<file path="src/rtl/uart_tx_pkg.sv">
// Package: shared interrupt-mode codes for the serial transmitter.
// Assumes: mode values are fixed by the interface and must not be renumbered.
package uart_tx_pkg;
    localparam logic [1:0] IRQ_ON_LOAD      = 2'b00;
    localparam logic [1:0] IRQ_ON_DRAIN     = 2'b01;
    localparam logic [1:0] IRQ_ON_LAST_LOAD = 2'b10;
    localparam logic [1:0] IRQ_RESERVED     = 2'b11;
endpackage

</file>
<file path="src/rtl/uart_tx_buf.sv">
// Module: character store, a circular first-in first-out queue.
// Assumes: push is pre-qualified by the caller; a push when full or a pop when
// empty is ignored here as well; flush has priority over everything.
module uart_tx_buf #(
    parameter int DEPTH  = 4,
    parameter int DATA_W = 8,
    localparam int PTR_W = (DEPTH > 1) ? $clog2(DEPTH) : 1,
    localparam int CNT_W = $clog2(DEPTH + 1)
) (
    input  logic              clk,
    input  logic              rst_n,
    input  logic              flush,
    input  logic              push,
    input  logic [DATA_W-1:0] din,
    input  logic              pop,
    output logic [DATA_W-1:0] dout,
    output logic [CNT_W-1:0]  cnt,
    output logic              full,
    output logic              empty
);
    localparam logic [PTR_W-1:0] LAST_PTR = PTR_W'(DEPTH - 1);
    localparam logic [CNT_W-1:0] FULL_CNT = CNT_W'(DEPTH);

    logic [DATA_W-1:0] mem [DEPTH];
    logic [PTR_W-1:0]  wr_ptr;
    logic [PTR_W-1:0]  rd_ptr;
    logic              do_push;
    logic              do_pop;

    // Qualify the requests against the occupancy.
    always_comb begin
        do_push = push && !full;
        do_pop  = pop && !empty;
    end

    // Store the incoming character in the slot addressed by the write pointer.
    always_ff @(posedge clk) begin
        if (do_push && !flush) begin
            mem[wr_ptr] <= din;
        end
    end

    // Advance the pointers and the count.
    always_ff @(posedge clk) begin
        if (!rst_n || flush) begin
            wr_ptr <= '0;
            rd_ptr <= '0;
            cnt    <= '0;
        end else begin
            if (do_push) begin
                wr_ptr <= (wr_ptr == LAST_PTR) ? '0 : wr_ptr + 1'b1;
            end
            if (do_pop) begin
                rd_ptr <= (rd_ptr == LAST_PTR) ? '0 : rd_ptr + 1'b1;
            end
            if (do_push && !do_pop) begin
                cnt <= cnt + 1'b1;
            end else if (do_pop && !do_push) begin
                cnt <= cnt - 1'b1;
            end
        end
    end

    // Present the oldest character and the occupancy flags.
    always_comb begin
        dout  = mem[rd_ptr];
        full  = (cnt == FULL_CNT);
        empty = (cnt == '0);
    end
endmodule

</file>
<file path="src/rtl/uart_tx_frame.sv">
// Module: frame shifter. It builds a character frame or a break frame and
// shifts it out, one bit per baud tick, least significant bit first.
// Assumes: baud_tick is one clock wide. A new frame loads only on a tick, when
// the shifter is idle or is finishing its last bit. A break outranks a stored
// character.
module uart_tx_frame #(
    parameter int DATA_W    = 8,
    parameter int BRK_ZEROS = 12,
    localparam int CHR_BITS = DATA_W + 2,
    localparam int BRK_BITS = BRK_ZEROS + 2,
    localparam int SR_W     = (CHR_BITS > BRK_BITS) ? CHR_BITS : BRK_BITS,
    localparam int LEFT_W   = $clog2(SR_W + 1)
) (
    input  logic              clk,
    input  logic              rst_n,
    input  logic              tx_en,
    input  logic              baud_tick,
    input  logic              have_data,
    input  logic [DATA_W-1:0] data,
    input  logic              brk_pending,
    output logic              line_bit,
    output logic              busy,
    output logic              load_chr,
    output logic              load_any,
    output logic              frame_done,
    output logic              brk_done
);
    logic [SR_W-1:0]   sr;
    logic [LEFT_W-1:0] left;
    logic              is_brk;
    logic              last_bit;
    logic              slot;
    logic              load_brk;
    logic [SR_W-1:0]   chr_word;
    logic [SR_W-1:0]   brk_word;

    // Build the two frame images: a character frame and a break frame.
    always_comb begin
        for (int i = 0; i < SR_W; i++) begin
            if (i == 0) begin
                chr_word[i] = 1'b0;
            end else if (i <= DATA_W) begin
                chr_word[i] = data[i-1];
            end else begin
                chr_word[i] = 1'b1;
            end
            brk_word[i] = (i > BRK_ZEROS);
        end
    end

    // Decide when a frame ends and which frame, if any, loads on this tick.
    always_comb begin
        last_bit   = busy && (left == LEFT_W'(1));
        slot       = baud_tick && tx_en && (!busy || last_bit);
        load_brk   = slot && brk_pending && !(last_bit && is_brk);
        load_chr   = slot && !load_brk && have_data;
        load_any   = load_brk || load_chr;
        frame_done = baud_tick && tx_en && last_bit;
        brk_done   = frame_done && is_brk;
        line_bit   = sr[0];
    end

    // Load, shift and retire frames; an abort returns to the idle image.
    always_ff @(posedge clk) begin
        if (!rst_n || !tx_en) begin
            sr     <= '1;
            left   <= '0;
            busy   <= 1'b0;
            is_brk <= 1'b0;
        end else if (load_brk) begin
            sr     <= brk_word;
            left   <= LEFT_W'(BRK_BITS);
            busy   <= 1'b1;
            is_brk <= 1'b1;
        end else if (load_chr) begin
            sr     <= chr_word;
            left   <= LEFT_W'(CHR_BITS);
            busy   <= 1'b1;
            is_brk <= 1'b0;
        end else if (baud_tick && busy) begin
            if (last_bit) begin
                sr     <= '1;
                left   <= '0;
                busy   <= 1'b0;
                is_brk <= 1'b0;
            end else begin
                sr   <= {1'b1, sr[SR_W-1:1]};
                left <= left - 1'b1;
            end
        end
    end
endmodule

</file>
<file path="src/rtl/uart_tx_irq_gen.sv">
// Module: interrupt point selector. It produces a registered, one-cycle pulse.
// Assumes: count is the store occupancy before this cycle's push or pop. The
// reserved mode code is treated as the per-load mode.
module uart_tx_irq_gen #(
    parameter int CNT_W = 3
) (
    input  logic             clk,
    input  logic             rst_n,
    input  logic             tx_en,
    input  logic [1:0]       mode,
    input  logic             load_chr,
    input  logic             push_ok,
    input  logic [CNT_W-1:0] count,
    input  logic             frame_done,
    input  logic             load_any,
    output logic             irq
);
    import uart_tx_pkg::*;

    logic fire;

    // Pick the trigger event for the selected mode.
    always_comb begin
        case (mode)
            IRQ_ON_DRAIN:     fire = frame_done && !load_any;
            IRQ_ON_LAST_LOAD: fire = load_chr && (count == CNT_W'(1)) && !push_ok;
            IRQ_ON_LOAD,
            IRQ_RESERVED:     fire = load_chr;
            default:          fire = load_chr;
        endcase
    end

    // Register the pulse so that it lasts exactly one cycle.
    always_ff @(posedge clk) begin
        if (!rst_n) begin
            irq <= 1'b0;
        end else begin
            irq <= tx_en && fire;
        end
    end
endmodule

</file>
<file path="src/rtl/uart_tx_irq.sv">
// Module: top of the serial transmitter. It joins the store, the shifter and
// the interrupt selector, and holds the break request and the line polarity.
// Assumes: brk_req is a pulse; a request made while a break is already pending
// merges with it. The line polarity inputs may change at any time.
module uart_tx_irq #(
    parameter int DEPTH     = 4,
    parameter int DATA_W    = 8,
    parameter int BRK_ZEROS = 12,
    localparam int CNT_W    = $clog2(DEPTH + 1)
) (
    input  logic              clk,
    input  logic              rst_n,
    input  logic              tx_en,
    input  logic              wr_valid,
    input  logic [DATA_W-1:0] wr_data,
    input  logic              baud_tick,
    input  logic [1:0]        irq_mode,
    input  logic              brk_req,
    input  logic              idle_inv,
    input  logic              irda_mode,
    output logic              tx_line,
    output logic              tx_oe,
    output logic              irq,
    output logic              buf_full,
    output logic              sr_empty
);
    logic              push_ok;
    logic              buf_empty;
    logic [CNT_W-1:0]  buf_cnt;
    logic [DATA_W-1:0] head;
    logic              brk_pend;
    logic              line_bit;
    logic              busy;
    logic              load_chr;
    logic              load_any;
    logic              frame_done;
    logic              brk_done;
    logic              invert;

    // Accept a write only while enabled and not full.
    always_comb begin
        push_ok = wr_valid && tx_en && !buf_full;
    end

    uart_tx_buf #(.DEPTH(DEPTH), .DATA_W(DATA_W)) u_buf (
        .clk   (clk),
        .rst_n (rst_n),
        .flush (!tx_en),
        .push  (push_ok),
        .din   (wr_data),
        .pop   (load_chr),
        .dout  (head),
        .cnt   (buf_cnt),
        .full  (buf_full),
        .empty (buf_empty)
    );

    // Hold a break request until its frame completes; disabling discards it.
    always_ff @(posedge clk) begin
        if (!rst_n || !tx_en) begin
            brk_pend <= 1'b0;
        end else if (brk_req) begin
            brk_pend <= 1'b1;
        end else if (brk_done) begin
            brk_pend <= 1'b0;
        end
    end

    uart_tx_frame #(.DATA_W(DATA_W), .BRK_ZEROS(BRK_ZEROS)) u_frame (
        .clk         (clk),
        .rst_n       (rst_n),
        .tx_en       (tx_en),
        .baud_tick   (baud_tick),
        .have_data   (!buf_empty),
        .data        (head),
        .brk_pending (brk_pend),
        .line_bit    (line_bit),
        .busy        (busy),
        .load_chr    (load_chr),
        .load_any    (load_any),
        .frame_done  (frame_done),
        .brk_done    (brk_done)
    );

    uart_tx_irq_gen #(.CNT_W(CNT_W)) u_irq (
        .clk        (clk),
        .rst_n      (rst_n),
        .tx_en      (tx_en),
        .mode       (irq_mode),
        .load_chr   (load_chr),
        .push_ok    (push_ok),
        .count      (buf_cnt),
        .frame_done (frame_done),
        .load_any   (load_any),
        .irq        (irq)
    );

    // Apply the line polarity and drive the status outputs.
    always_comb begin
        invert   = irda_mode ? !idle_inv : idle_inv;
        tx_line  = line_bit ^ invert;
        tx_oe    = tx_en;
        sr_empty = !busy && buf_empty;
    end
endmodule

</file>
<file path="config.mk">
export PLATFORM = sky130hd
export DESIGN_NAME = uart_tx_irq
export DESIGN_NICKNAME = d
export VERILOG_FILES = /design/src/rtl/uart_tx_pkg.sv /design/src/rtl/uart_tx_buf.sv /design/src/rtl/uart_tx_frame.sv /design/src/rtl/uart_tx_irq_gen.sv /design/src/rtl/uart_tx_irq.sv
export SDC_FILE = /design/constraint.sdc
export NUM_CORES = 1
export LEC_CHECK = 0
export BUFFER_PORTS_ARGS = -buffer_cell sky130_fd_sc_hd__buf_2
export CAP_MARGIN = 20
export CELL_PAD_IN_SITES_DETAIL_PLACEMENT = 1
export CELL_PAD_IN_SITES_GLOBAL_PLACEMENT = 2
export CORE_MARGIN = 3
export CORE_UTILIZATION = 40
export CTS_CLUSTER_SIZE = 8
export DETAILED_ROUTE_END_ITERATION = 16
export GPL_TIMING_DRIVEN = 0
export PLACE_DENSITY_LB_ADDON = 0.1
export SLEW_MARGIN = 25
export SYNTH_ARGS = -nofsm -noshare
export SYNTH_HDL_FRONTEND = slang
export SYNTH_SLANG_ARGS = --single-unit
export TNS_END_PERCENT = 50
</file>
<file path="constraint.sdc">
create_clock -name clk -period 2.6 [get_ports clk]
set_input_delay 0.26 -clock clk [delete_from_list [all_inputs] [get_ports clk]]
set_output_delay 0.26 -clock clk [all_outputs]
set_load 0.005 [all_outputs]
</file>
== After elaboration in Yosys (flattened, before gate mapping) ==
Memories as Yosys holds them, arrays and structs flattened. A register that Yosys moved wholly into a read port is not among the register bits.
Cells that the tools add are included.
W data, S select, Z words.
Word-level totals
  word-level logic and storage cells: 99
  memories kept: 1
  bits of input ports: 18
  RAM bits: 32
  bits in registers: 29
Memories
  u_buf.mem: depth 4, bits a word 8, rd ports 1, clocked after Yosys merged registers in 1, wr ports 1, RTL line uart_tx_buf.sv:24  | logic [DATA_W-1:0] mem [DEPTH];
Operators by class
  add/subtract/negate cells: 5
  equal/unequal tests: 8
  bitwise gates (word level): 1
  muxes and demuxes: 26
  reductions and logical operators: 47
Operators by type and width (number)
  $mux W13: 4
  $logic_and A1 B1 Y1: 23
  $mux W4: 4
  $logic_not A1 Y1: 12
  $mux W1: 11
  $eq A2 B2 Y1 const B: 4
  $mux W2: 4
  $mux W3: 2
  $reduce_bool A3 Y1: 2
  $add A2 B1 Y2 const B: 2
  $eq A4 B1 Y1 const B: 1
  $reduce_bool A2 Y1: 2
  $sub A4 B1 Y4 const B: 1
  $add A3 B1 Y3 const B: 1
  $eq A3 B1 Y1 const B: 1
  $eq A3 B3 Y1 const B: 1
  $logic_not A3 Y1: 1
  $logic_or A1 B1 Y1: 3
  $pmux W1 S3: 1
  $reduce_or A3 Y1: 1
  $sub A3 B1 Y3 const B: 1
  $eq A2 B1 Y1 const B: 1
  $logic_not A2 Y1: 1
  $reduce_and A2 Y1: 1
  other kinds (2): 2

== Depth between registers and ports, before layout ==
Gate-level depths: netlist of the first run.
  depth in word-level cells: 14
  gate-level depth with buffers: 10
  mapped depth without buffers: 10

== Cells and area by module ==
Synthesis of the first run repeated with hierarchy kept, for this count alone.
Second synthesis, totals
  cell total of the unflattened synthesis: 215
  area, all modules: 2792.7 um2
Modules (own cells, without submodules)
  uart_tx_buf: cells an instance 92, sequential area each 1141.1 um2, times used 1, area each 1622.8 um2
  uart_tx_frame: cells an instance 101, sequential area each 380.4 um2, times used 1, area each 988.4 um2
  uart_tx_irq_gen: cells an instance 11, sequential area each 20.0 um2, times used 1, area each 101.3 um2
  uart_tx_irq: cells an instance 11, sequential area each 20.0 um2, times used 1, area each 80.1 um2

== Worst setup path before layout of the first run ==
OpenSTA, ideal clock, no wires.
  path kind: reg2reg
  start: reg u_frame.left[0]
  end: reg u_buf.cnt[2]
  arrival: 2320 ps
  cell stages (with the launch flop): 8
  data required time: 2529 ps
  setup slack: 209 ps
  period minus slack after synthesis: 2391 ps
  path through: dfxtp_1 -> ha_1 -> or3b_4 -> a2111oi_4 -> inv_1 -> ha_1 -> or3_1 -> a21oi_1
Between the ends
  longest elaborated chain between the ends: 13
  elaborated cells between the ends (all ways): 17
  those cells by class: eq/ne (1); mux (1); reduce/logical (15)
Ends and longest elaborated chain
  start: declaration: RTL line uart_tx_frame.sv:29  | logic [LEFT_W-1:0] left;
  start signal: assignment: RTL line uart_tx_frame.sv:72  | left <= LEFT_W'(BRK_BITS);
  start signal: assignment: RTL line uart_tx_frame.sv:77  | left <= LEFT_W'(CHR_BITS);
  start signal: assignment: RTL line uart_tx_frame.sv:88  | left <= left - 1'b1;
  $eq A4 B1 Y1 *: RTL line uart_tx_frame.sv:53  | last_bit = busy && (left == LEFT_W'(1));
  $logic_and A1 B1 Y1 *: RTL line uart_tx_frame.sv:53
  $logic_or A1 B1 Y1: RTL line uart_tx_frame.sv:54  | slot = baud_tick && tx_en && (!busy || last_bit);
  $logic_and A1 B1 Y1: RTL line uart_tx_frame.sv:54
  $logic_and A1 B1 Y1 (2 in a row): RTL line uart_tx_frame.sv:55  | load_brk = slot && brk_pending && !(last_bit && is_brk);
  $logic_not A1 Y1: RTL line uart_tx_frame.sv:56  | load_chr = slot && !load_brk && have_data;
  $logic_and A1 B1 Y1 * (2 in a row): RTL line uart_tx_frame.sv:56
  $logic_and A1 B1 Y1 *: RTL line uart_tx_buf.sv:33  | do_pop = pop && !empty;
  $logic_not A1 Y1: RTL line uart_tx_buf.sv:56  | if (do_push && !do_pop) begin
  $logic_and A1 B1 Y1: RTL line uart_tx_buf.sv:56
  $mux W3 or $reduce_bool A2 Y1 (tied branches)
  end signal: assignment: RTL line uart_tx_buf.sv:57  | cnt <= cnt + 1'b1;
  end signal: assignment: RTL line uart_tx_buf.sv:59  | cnt <= cnt - 1'b1;
  end: declaration: RTL line uart_tx_buf.sv:17  | output logic [CNT_W-1:0] cnt,
Mark *: on every way between the ends. The rest lies on a longest branch, timed or not.
A chain may end at the register's enable or synchronous reset.

== Worst setup path after layout of the first run ==
  start: reg u_frame.left[1]
  end: reg u_buf.cnt[2]
Same word-level chain as after synthesis.

==> results of run 1 <==
metal layers:
metal / global-route usage / part of all wire
met1: 0.190 / 0.47
met2: 0.261 / 0.48
met3: 0.0410 / 0.034
met4: 0.0676 / 0.015
met5: 0 / 0
power breakdown:
group	total [mW]	switching, mW	leakage, nW	internal, mW
Combinational	0.153	0.0905	0.525	0.0624
Sequential	1.06	0.0101	0.534	1.05
Clock	0.845	0.396	0.0931	0.449
layout make-up:
| type | instances | area (um^2) | area share |
|---|---|---|---|
| well taps | 96 | 120 | 0.0368 |
| inverters | 13 | 48.8 | 0.0149 |
| plain buffers | 13 | 55.1 | 0.0168 |
| repair buffers | 22 | 113 | 0.0345 |
| clock buffers | 10 | 128 | 0.0391 |
| multi-input cells | 153 | 1170 | 0.358 |
| clock inverters | 6 | 71.3 | 0.0218 |
| flip-flops and latches | 62 | 1560 | 0.478 |
critical path, cell delays in order (launching register included):
cell and delay, ns:
dfxtp_1 0.33, inv_1 0.08, ha_2 0.21, or3b_4 0.44, a2111oi_4 0.29, buf_4 0.18, inv_1 0.05, ha_2 0.31
or3_1 0.36, a21oi_1 0.14
per-stage QoR:
step	std cells	hold slack, ns	TNS [ns]
floorplan	241	0.359	0
global placement	358	0.450	-0.0294
detailed placement	358	0.461	-0.0373
CTS	375	0.123	0
global route	375	0.128	0
finish	375	0.131	0
cell families (layout without fill, tap and decap cells):
family	Yosys count	in the layout	synth area share
buffers and inverters	26	64	0.0367
xor gates and xnor gates	4	4	0.0124
DFF	62	62	0.552
adders and majority gates	14	14	0.0619
AOI/OAI and AO/OA	61	61	0.136
muxes	14	14	0.0849
and+or+nand+nor	60	60	0.117
worst max path at each step:
stage / start / to / slack [ns] / depth (start not counted)
after floorplan: u_frame.left[0] / u_buf.cnt[2] / 0.21 / 7
after global placement: u_frame.left[0] / u_buf.cnt[2] / -0.03 / 7
after detailed placement: u_frame.left[0] / u_buf.cnt[2] / -0.04 / 7
after CTS: u_frame.left[0] / u_buf.cnt[2] / 0.04 / 8
after global routing: u_frame.left[1] / u_buf.cnt[2] / 0.003 / 9
final: u_frame.left[1] / u_buf.cnt[2] / 0.14 / 9
synth_stat cells (2+ instances only):
| cell type | n |
|---|---|
| edfxtp_1 | 32 |
| dfxtp_1 | 30 |
| a21oi_1 | 21 |
| nor2_1 | 18 |
| o21ai_0 | 17 |
| ha_1 | 14 |
| inv_1 | 13 |
| clkbuf_1 | 10 |
| and3_1 | 8 |
| mux4_2 | 8 |
| nand2_1 | 8 |
| o22ai_1 | 8 |
| and2_1 | 7 |
| mux2i_1 | 6 |
| nand4_1 | 3 |
| o221ai_1 | 3 |
| buf_2 | 2 |
| nor3_1 | 2 |
| o211ai_1 | 2 |
| o31ai_1 | 2 |
| or3_1 | 2 |
| xnor2_1 | 2 |
| xor2_1 | 2 |
layout by cell type, fill, tap and decap left out, drive strengths merged, types with 2 or more instances in the layout:
master	count
a21oi	21
clkinv	2
mux4	8
o211ai	2
mux2i	6
nor3	2
nand4	3
o221ai	3
or3	2
o31ai	2
xor2	2
o22ai	8
buf	25
nand2	8
xnor2	2
clkbuf	20
nor2	18
inv	14
dfxtp	30
ha	14
o21ai	17
clkinvlp	2
edfxtp	32
and3	8
and2	8
flip-flops by register name, indices dropped and copies added, names as in the netlist, named ones only:
signal / count
brk_pend: 1
u_buf.cnt: 3
u_buf.mem: 32
u_buf.rd_ptr: 2
u_buf.wr_ptr: 2
u_frame.busy: 1
u_frame.is_brk: 1
u_frame.left: 4
u_frame.sr: 13
u_irq.irq: 1
what timing repair did:
action | in CTS | in global routing
setup buffers | 1 | 0
gates resized for setup | 0 | 3
endpoints found under the setup margin | 1 | 1
pin swaps | 1 | 0
==> results_dict.tcl, run 1 <==
set metrics [dict create \
    maxCapViolCount 0 \
    synthesis.area_um2 2830 \
    fin_crit_sh 0.947 \
    fin_nets 306 \
    drtIter0Drc 94 \
    rsz0062_at_grt "false" \
    ant_nets 0 \
    root_buffer "clkbuf_8" \
    fin_util 0.478 \
    clkTransAtPathRegs_ns 0.08 \
    slew_violations 0 \
    worst_hold_path.endpoint "brk_pend" \
    cp-end-kind "flip-flop" \
    syn_nets 273 \
    finClkSkew_ns 0.00740 \
    cp_max_fo 6 \
    antenna_found_initial 0 \
    grt_pass1_vias 2072 \
    numCtsBuffers 9 \
    core_um2 6830 \
    synth_cells 241 \
    layout_setup_ws_ns 0.138 \
    dpl.hpwl_mm 4.23 \
    grt_usage 0.156 \
    diodes 0 \
    setup_violations 0 \
    synthArstFlopShare 0 \
    grt_max_degree 13 \
    worst_slew_pin_slew_ns 0.747 \
    outcome "complete, no violations" \
    crit_required_ns 2.86 \
    vdd_drop_max_uv 376 \
    vias_per_cell 5.16 \
    io_pins 23 \
    fill_cells 752 \
    gp_congestion 0.759 \
    drive_gt1_frac 0.204 \
    wl_mm 5.80 \
    cellLeakagePower_nw 1.15 \
    cts_tree "yes" \
    die_y_um 90.1 \
    synth_area_leader_cell "edfxtp_1" \
    cts_hold_buf 0 \
    p_total_mw 2.05 \
    die_x_um 90.1 \
    maxClockFrequency_mhz 406 \
    hold_viol 0 \
    die-area_um2 8120 \
    start_kind "flip-flop" \
    gr-total-overflow 0 \
    hold_path_class "in2reg" \
    yosys-top-cells-area "edfxtp_1, dfxtp_1, mux4_2" \
    r2r_end "u_buf.cnt[2]" \
    p_per_area_nw_per_um2 629 \
    clkSinkCount 62 \
    worstRegToRegCells 9 \
    io_buffer_count 21 \
    r2r_slack_ns 0.14 \
    initial_core_util 0.414 \
    slew-limit-headroom 0.500 \
    seq_area_frac_synth 0.552 \
    avgSynthCellArea_um2 11.7 \
    arrival_ns 2.73 \
    drc 0 \
    areaGrowthSynthToFinish_pct 15.5 \
    dr_total_vias 1934 \
    r2r-start "u_frame.left[1]" \
    rows 30 \
    htreeDepth 3 \
    yosys_most_used_dff "edfxtp_1" \
    clk_latency_ns 0.33 \
    first_pass_iters 4 \
    wl_per_cell_um 15.5 \
    final_area_um2 3270 \
    min_period_ns 2.46 \
    synth_edf_count 32 \
    clock_path_buffers 2 \
    ys_seq_elements 62 \
    min_from "brk_req" \
    pre_cts_ws_ns -0.0373 \
    grt_pass1_wl_mm 9.98 \
    place_area_um2 3060 \
    yosys.area.top_type_share 0.340 \
    synth_warnings 0 \
    hold_depth 3 \
    ys_types 44 \
    crit_type "reg2reg" \
]
(Power assumes the default switching activity.)
==> run 2, diff against run 1 <==
CORE_UTILIZATION = 35   (was 40)
==> run 2 against run 1 <==
  * Clock skew decreased by 0.0017 ns
  * Combinational power increased by 4%
  * Non-clock buffer count increased by 3
  * Register-to-register slack improved by 0.04 ns
  * Die area increased by 13%
  * Via count increased by 2.4%
  * Final area increased by 0.69%
  * Utilization decreased by 5.7 points
  * Wire length increased by 5.6%
  * Global-route usage decreased by 1.1 points
  * Sequential share of layout area decreased by 0.33 points
  * Power decreased by 2.5%
==> results_dict.tcl, run 2 (same netlist as run 1, synthesis figures left out) <==
set metrics [dict create \
    dpl.hpwl_mm 4.34 \
    numCtsBuffers 9 \
    areaGrowthSynthToFinish_pct 16.3 \
    setup_violations 0 \
    r2r_end "u_buf.cnt[2]" \
    initial_core_util 0.362 \
    slew_violations 0 \
    maxCapViolCount 0 \
    arrival_ns 2.70 \
    largest_register_ffs 32 \
    cts_hold_buf 0 \
    regArea_um2 1560 \
    top_regs "u_buf.mem: 32 flops, u_frame.sr: 13 flops, u_frame.left: 4 flops" \
    grt_max_degree 14 \
    fill_cells 873 \
    die_y_um 95.9 \
    clkTransAtPathRegs_ns 0.08 \
    worst_hold_path.endpoint "u_buf.mem[2][4]" \
    final_area_um2 3290 \
    pre_cts_ws_ns -0.0238 \
    cp_max_fo 5 \
    io_pins 23 \
    hold_viol 0 \
    outcome "complete, no violations" \
    mostFrequentLayoutCells "edfxtp_1, dfxtp_1, buf_2" \
    clk_latency_ns 0.35 \
    grt_pass1_vias 2004 \
    p_per_area_nw_per_um2 609 \
    r2r_slack_ns 0.18 \
    met2_usage 0.226 \
    layout_commonest_cell "edfxtp_1" \
    root_buffer "clkbuf_8" \
    dr_total_vias 1981 \
    die-area_um2 9200 \
    dp.cells 364 \
    grt_pass1_wl_mm 9.87 \
    diodes 0 \
    worst_slew_pin_slew_ns 0.748 \
    htreeDepth 3 \
    layoutNonFillerInstCount 384 \
    core_um2 7810 \
    vdd_drop_max_uv 306 \
    clkSinkCount 62 \
    rsz0062_at_grt "false" \
    crit_required_ns 2.88 \
    rows 32 \
    die_x_um 95.9 \
    start_kind "flip-flop" \
    hold_depth 1 \
    busiest_layer "met2" \
    met1_usage 0.189 \
    vias_per_cell 5.16 \
    fin_nets 309 \
    worstRegToRegCells 8 \
    gp_congestion 0.769 \
    min_period_ns 2.42 \
    slew-limit-headroom 0.499 \
    ant_nets 0 \
    grt_usage 0.145 \
    layout_setup_ws_ns 0.180 \
    drive_gt1_frac 0.216 \
    clock_path_buffers 2 \
    place_area_um2 3060 \
    drtIter0Drc 29 \
    crit_type "reg2reg" \
    io_buffer_count 21 \
    fin_crit_sh 0.931 \
    multiInputGateArea_um2 1180 \
    regMostFlops "u_buf.mem" \
    gr-total-overflow 0 \
    setup_tns_ns 0 \
    drc 0 \
    cellLeakagePower_nw 1.16 \
    first_pass_iters 6 \
    wl_per_cell_um 15.9 \
    min_from "wr_data[4]" \
    hold_path_class "in2reg" \
    r2r-start "u_frame.left[1]" \
    antenna_found_initial 0 \
    maxClockFrequency_mhz 413 \
    finClkSkew_ns 0.00568 \
    cts_tree "yes" \
    gr-usage-met3 0.0305 \
    cp-end-kind "flip-flop" \
    wl_mm 6.12 \
]
-- run 2: cell count changes in the layout (fill, tap and decap cells not counted) --
cell and delta:
buf_4 +3, ha_4 +1, ha_2 -1, bufinv_16 -1
inv_8 +1, clkbuf_1 -1, clkinv_2 +1
-- run 2: worst max-delay path by stage --
stage / from / to / slack, ns
floorplan: u_frame.left[0] / u_buf.cnt[2] / 0.21
detailed placement: u_frame.left[0] / u_buf.cnt[2] / -0.02
global route: u_frame.left[1] / u_buf.cnt[2] / 0.02
global placement: u_frame.left[0] / u_buf.cnt[2] / -0.03
finish: u_frame.left[1] / u_buf.cnt[2] / 0.18
CTS: u_frame.left[0] / u_buf.cnt[2] / 0.006
-- run 2: per-layer routing --
layer,part of all wire,vias up
li1,-,975
met5,0,-
met3,0.034,10
met2,0.46,31
met1,0.49,965
met4,0.020,0
-- run 2: final cells by class --
| class | count | area share |
|---|---|---|
| Clock buffer | 9 | 0.0376 |
| Inverter | 13 | 0.0148 |
| Tap cell | 102 | 0.0388 |
| Buffer | 13 | 0.0167 |
| Multi-Input combinational cell | 153 | 0.359 |
| Clock inverter | 7 | 0.0175 |
| Timing Repair Buffer | 25 | 0.0411 |
| Sequential cell | 62 | 0.475 |
-- run 2: critical path: stages (launching register included) --
cell and delay, ns:
dfxtp_1 0.33, inv_1 0.07, ha_2 0.21, or3b_4 0.42, a2111oi_4 0.44, inv_1 0.13
ha_4 0.28, or3_1 0.34, a21oi_1 0.13
-- run 2: where the power goes --
| group | switching (mW) | internal (mW) |
|---|---|---|
| clock | 0.432 | 0.356 |
| combinational | 0.0935 | 0.0656 |
| sequential | 0.0100 | 1.05 |
| total | 0.535 | 1.47 |
-- run 2: per-stage QoR --
step	util	hold slack (ns)	power, mW
2_1_floorplan	-	0.359	1.18
3_3_place_gp	0.392	0.451	1.23
3_5_place_dp	0.392	0.461	1.23
4_1_cts	0.416	0.106	2.03
5_1_grt	0.421	0.115	2.10
6_report	0.421	0.129	2.00
-- run 2: repair_timing --
| action | 4_1_cts | 5_1_grt |
|---|---|---|
| buffers inserted | 0 | 4 |
| endpoints found under the setup margin | 1 | 1 |
| gates resized for setup | 0 | 3 |
| pin swaps | 1 | 1 |
==> run 3, diff against run 2 <==
CELL_PAD_IN_SITES_GLOBAL_PLACEMENT = 1   (was 2)
==> run 3 against run 2 <==
  * Clock power rose by 2%
  * Flip-flop and latch count did not move
  * First-iteration DRC count rose by 72%
  * Setup slack improved by 0.013 ns
  * Via count fell by 2.5%
  * Die area did not move
  * Critical endpoint unchanged
==> results_dict.tcl, run 3 (same netlist as run 1, synthesis figures left out) <==
set metrics [dict create \
    worstRegToRegCells 8 \
    areaGrowthSynthToFinish_pct 15.3 \
    dpl.hpwl_mm 4.19 \
    drc 0 \
    max_stage_delay_ns 0.44 \
    maxClockFrequency_mhz 415 \
    initial_core_util 0.362 \
    r2r_end "u_buf.cnt[2]" \
    gp_congestion 0.790 \
    cp_max_fo 6 \
    rows 32 \
    io_buffer_count 21 \
    r2r_slack_ns 0.19 \
    clkTransAtPathRegs_ns 0.08 \
    hold_path_class "in2reg" \
    htreeDepth 3 \
    drive_gt1_frac 0.204 \
    layout_commonest_cell "edfxtp_1" \
    root_buffer "clkbuf_8" \
    finClkSkew_ns 0.00885 \
    cp-end-kind "flip-flop" \
    vias_per_cell 5.07 \
    setup_tns_ns 0 \
    die_x_um 95.9 \
    slew-limit-headroom 0.502 \
    gr-total-overflow 0 \
    worst_slew_pin_slew_ns 0.743 \
    min_period_ns 2.41 \
    clock_path_buffers 2 \
    p_per_area_nw_per_um2 618 \
    die_y_um 95.9 \
    start_kind "flip-flop" \
    wl_per_cell_um 15.8 \
    top_regs "u_buf.mem: 32 flops, u_frame.sr: 13 flops, u_frame.left: 4 flops" \
    diodes 0 \
    drtIter0Drc 50 \
    pre_cts_ws_ns -0.0372 \
    setup_violations 0 \
    grt_pass1_wl_mm 10.1 \
    grt_pass1_vias 1966 \
    dr_total_vias 1932 \
    crit_required_ns 2.87 \
    grt_max_degree 15 \
    crit_end "u_buf.cnt[2]" \
    largest_register_ffs 32 \
    cellLeakagePower_nw 1.15 \
    cp_cell_sequence "inv_1, ha_2, or3b_4, a2111oi_4, inv_1, ha_1, or3_1, a21oi_1" \
    clkSinkCount 62 \
    fin_crit_sh 0.926 \
    die-area_um2 9200 \
    core_um2 7810 \
    maxCapViolCount 0 \
    fill_cells 858 \
    multiInputGateArea_um2 1170 \
    regMostFlops "u_buf.mem" \
    regArea_um2 1560 \
    grt_usage 0.146 \
    rsz0062_at_grt "false" \
    arrival_ns 2.68 \
    r2r-start "u_frame.left[1]" \
    crit_path_start "u_frame.left[1]" \
    layout_setup_ws_ns 0.193 \
    mostFrequentLayoutCells "edfxtp_1, dfxtp_1, buf_2" \
    crit_type "reg2reg" \
    p_total_mw 2.02 \
    io_pins 23 \
    ant_nets 0 \
    outcome "complete, no violations" \
    first_pass_iters 4 \
    cts_tree "yes" \
    cp_slowest_cell "or3b_4" \
    slew_violations 0 \
    wl_mm 6.02 \
    clk_latency_ns 0.34 \
    numCtsBuffers 9 \
    crit_top_cell "inv_1" \
    vdd_drop_max_uv 250 \
    fin_nets 306 \
    hold_viol 0 \
    antenna_found_initial 0 \
]
run 3: cell types whose count changed in the layout (fill, tap and decap cells not counted):
| cell | before | now |
|---|---|---|
| buf_4 | 5 | 2 |
| clkinv_2 | 1 | 0 |
| clkinv_4 | 2 | 1 |
| ha_1 | 12 | 13 |
| ha_4 | 1 | 0 |
| inv_6 | 1 | 2 |
| inv_8 | 1 | 2 |
run 3: routing by layer:
metal	up-vias	global-route usage	routed length, um
li1	963	-	-
met1	935	0.197	2950
met2	26	0.222	2840
met3	8	0.0399	168
met4	0	0.0604	70
met5	-	0	0
run 3: cell type report:
| class | instances | share of cell area |
|---|---|---|
| buffer | 13 | 0.0169 |
| multi-input combinational | 153 | 0.358 |
| clock buffer | 9 | 0.0380 |
| sequential | 62 | 0.479 |
| clock inverter | 7 | 0.0196 |
| tap | 102 | 0.0391 |
| inverter | 13 | 0.0150 |
| timing repair buffer | 22 | 0.0345 |
run 3: what timing repair did:
action,in CTS,in global routing
pin swaps,1,0
hold buffers,0,0
endpoints found under the hold margin,0,0
buffers inserted,1,0
endpoints found under the setup margin,1,1
gates resized for setup,0,2
run 3: through the flow:
stage               cell area [um^2]  hold WS, ns  instances   util
global route                    3260        0.115        381  0.418
detailed placement              3060        0.458        364  0.392
finish                          3260        0.124        381  0.418
global placement                3060        0.450        364  0.392
CTS                             3260        0.108        381  0.417
floorplan                       2830        0.359        241      -
run 3: worst min-delay path by stage:
stage | end | cells past startpoint | startpoint | slack [ns]
floorplan | u_buf.mem[0][0] | 0 | wr_data[0] | 0.36
global placement | u_frame.sr[12] | 2 | u_frame.sr[12] | 0.45
detailed placement | u_frame.sr[12] | 2 | u_frame.sr[12] | 0.46
CTS | u_buf.mem[3][3] | 1 | wr_data[3] | 0.11
global route | u_buf.mem[3][3] | 1 | wr_data[3] | 0.11
finish | brk_pend | 3 | brk_req | 0.12
run 3: where the power goes:
part           internal, mW  switching, mW  total [mW]
registers              1.05         0.0100        1.06
clock network         0.367          0.438       0.804
logic                0.0619         0.0940       0.156
run 3: critical path, delay by kind of cell (launching register included):
family / cells / cell delay, ns
flops: 1 / 0.32
buf+inv: 2 / 0.16
compound gates: 2 / 0.48
fa+ha+maj: 2 / 0.57
simple gates: 2 / 0.80
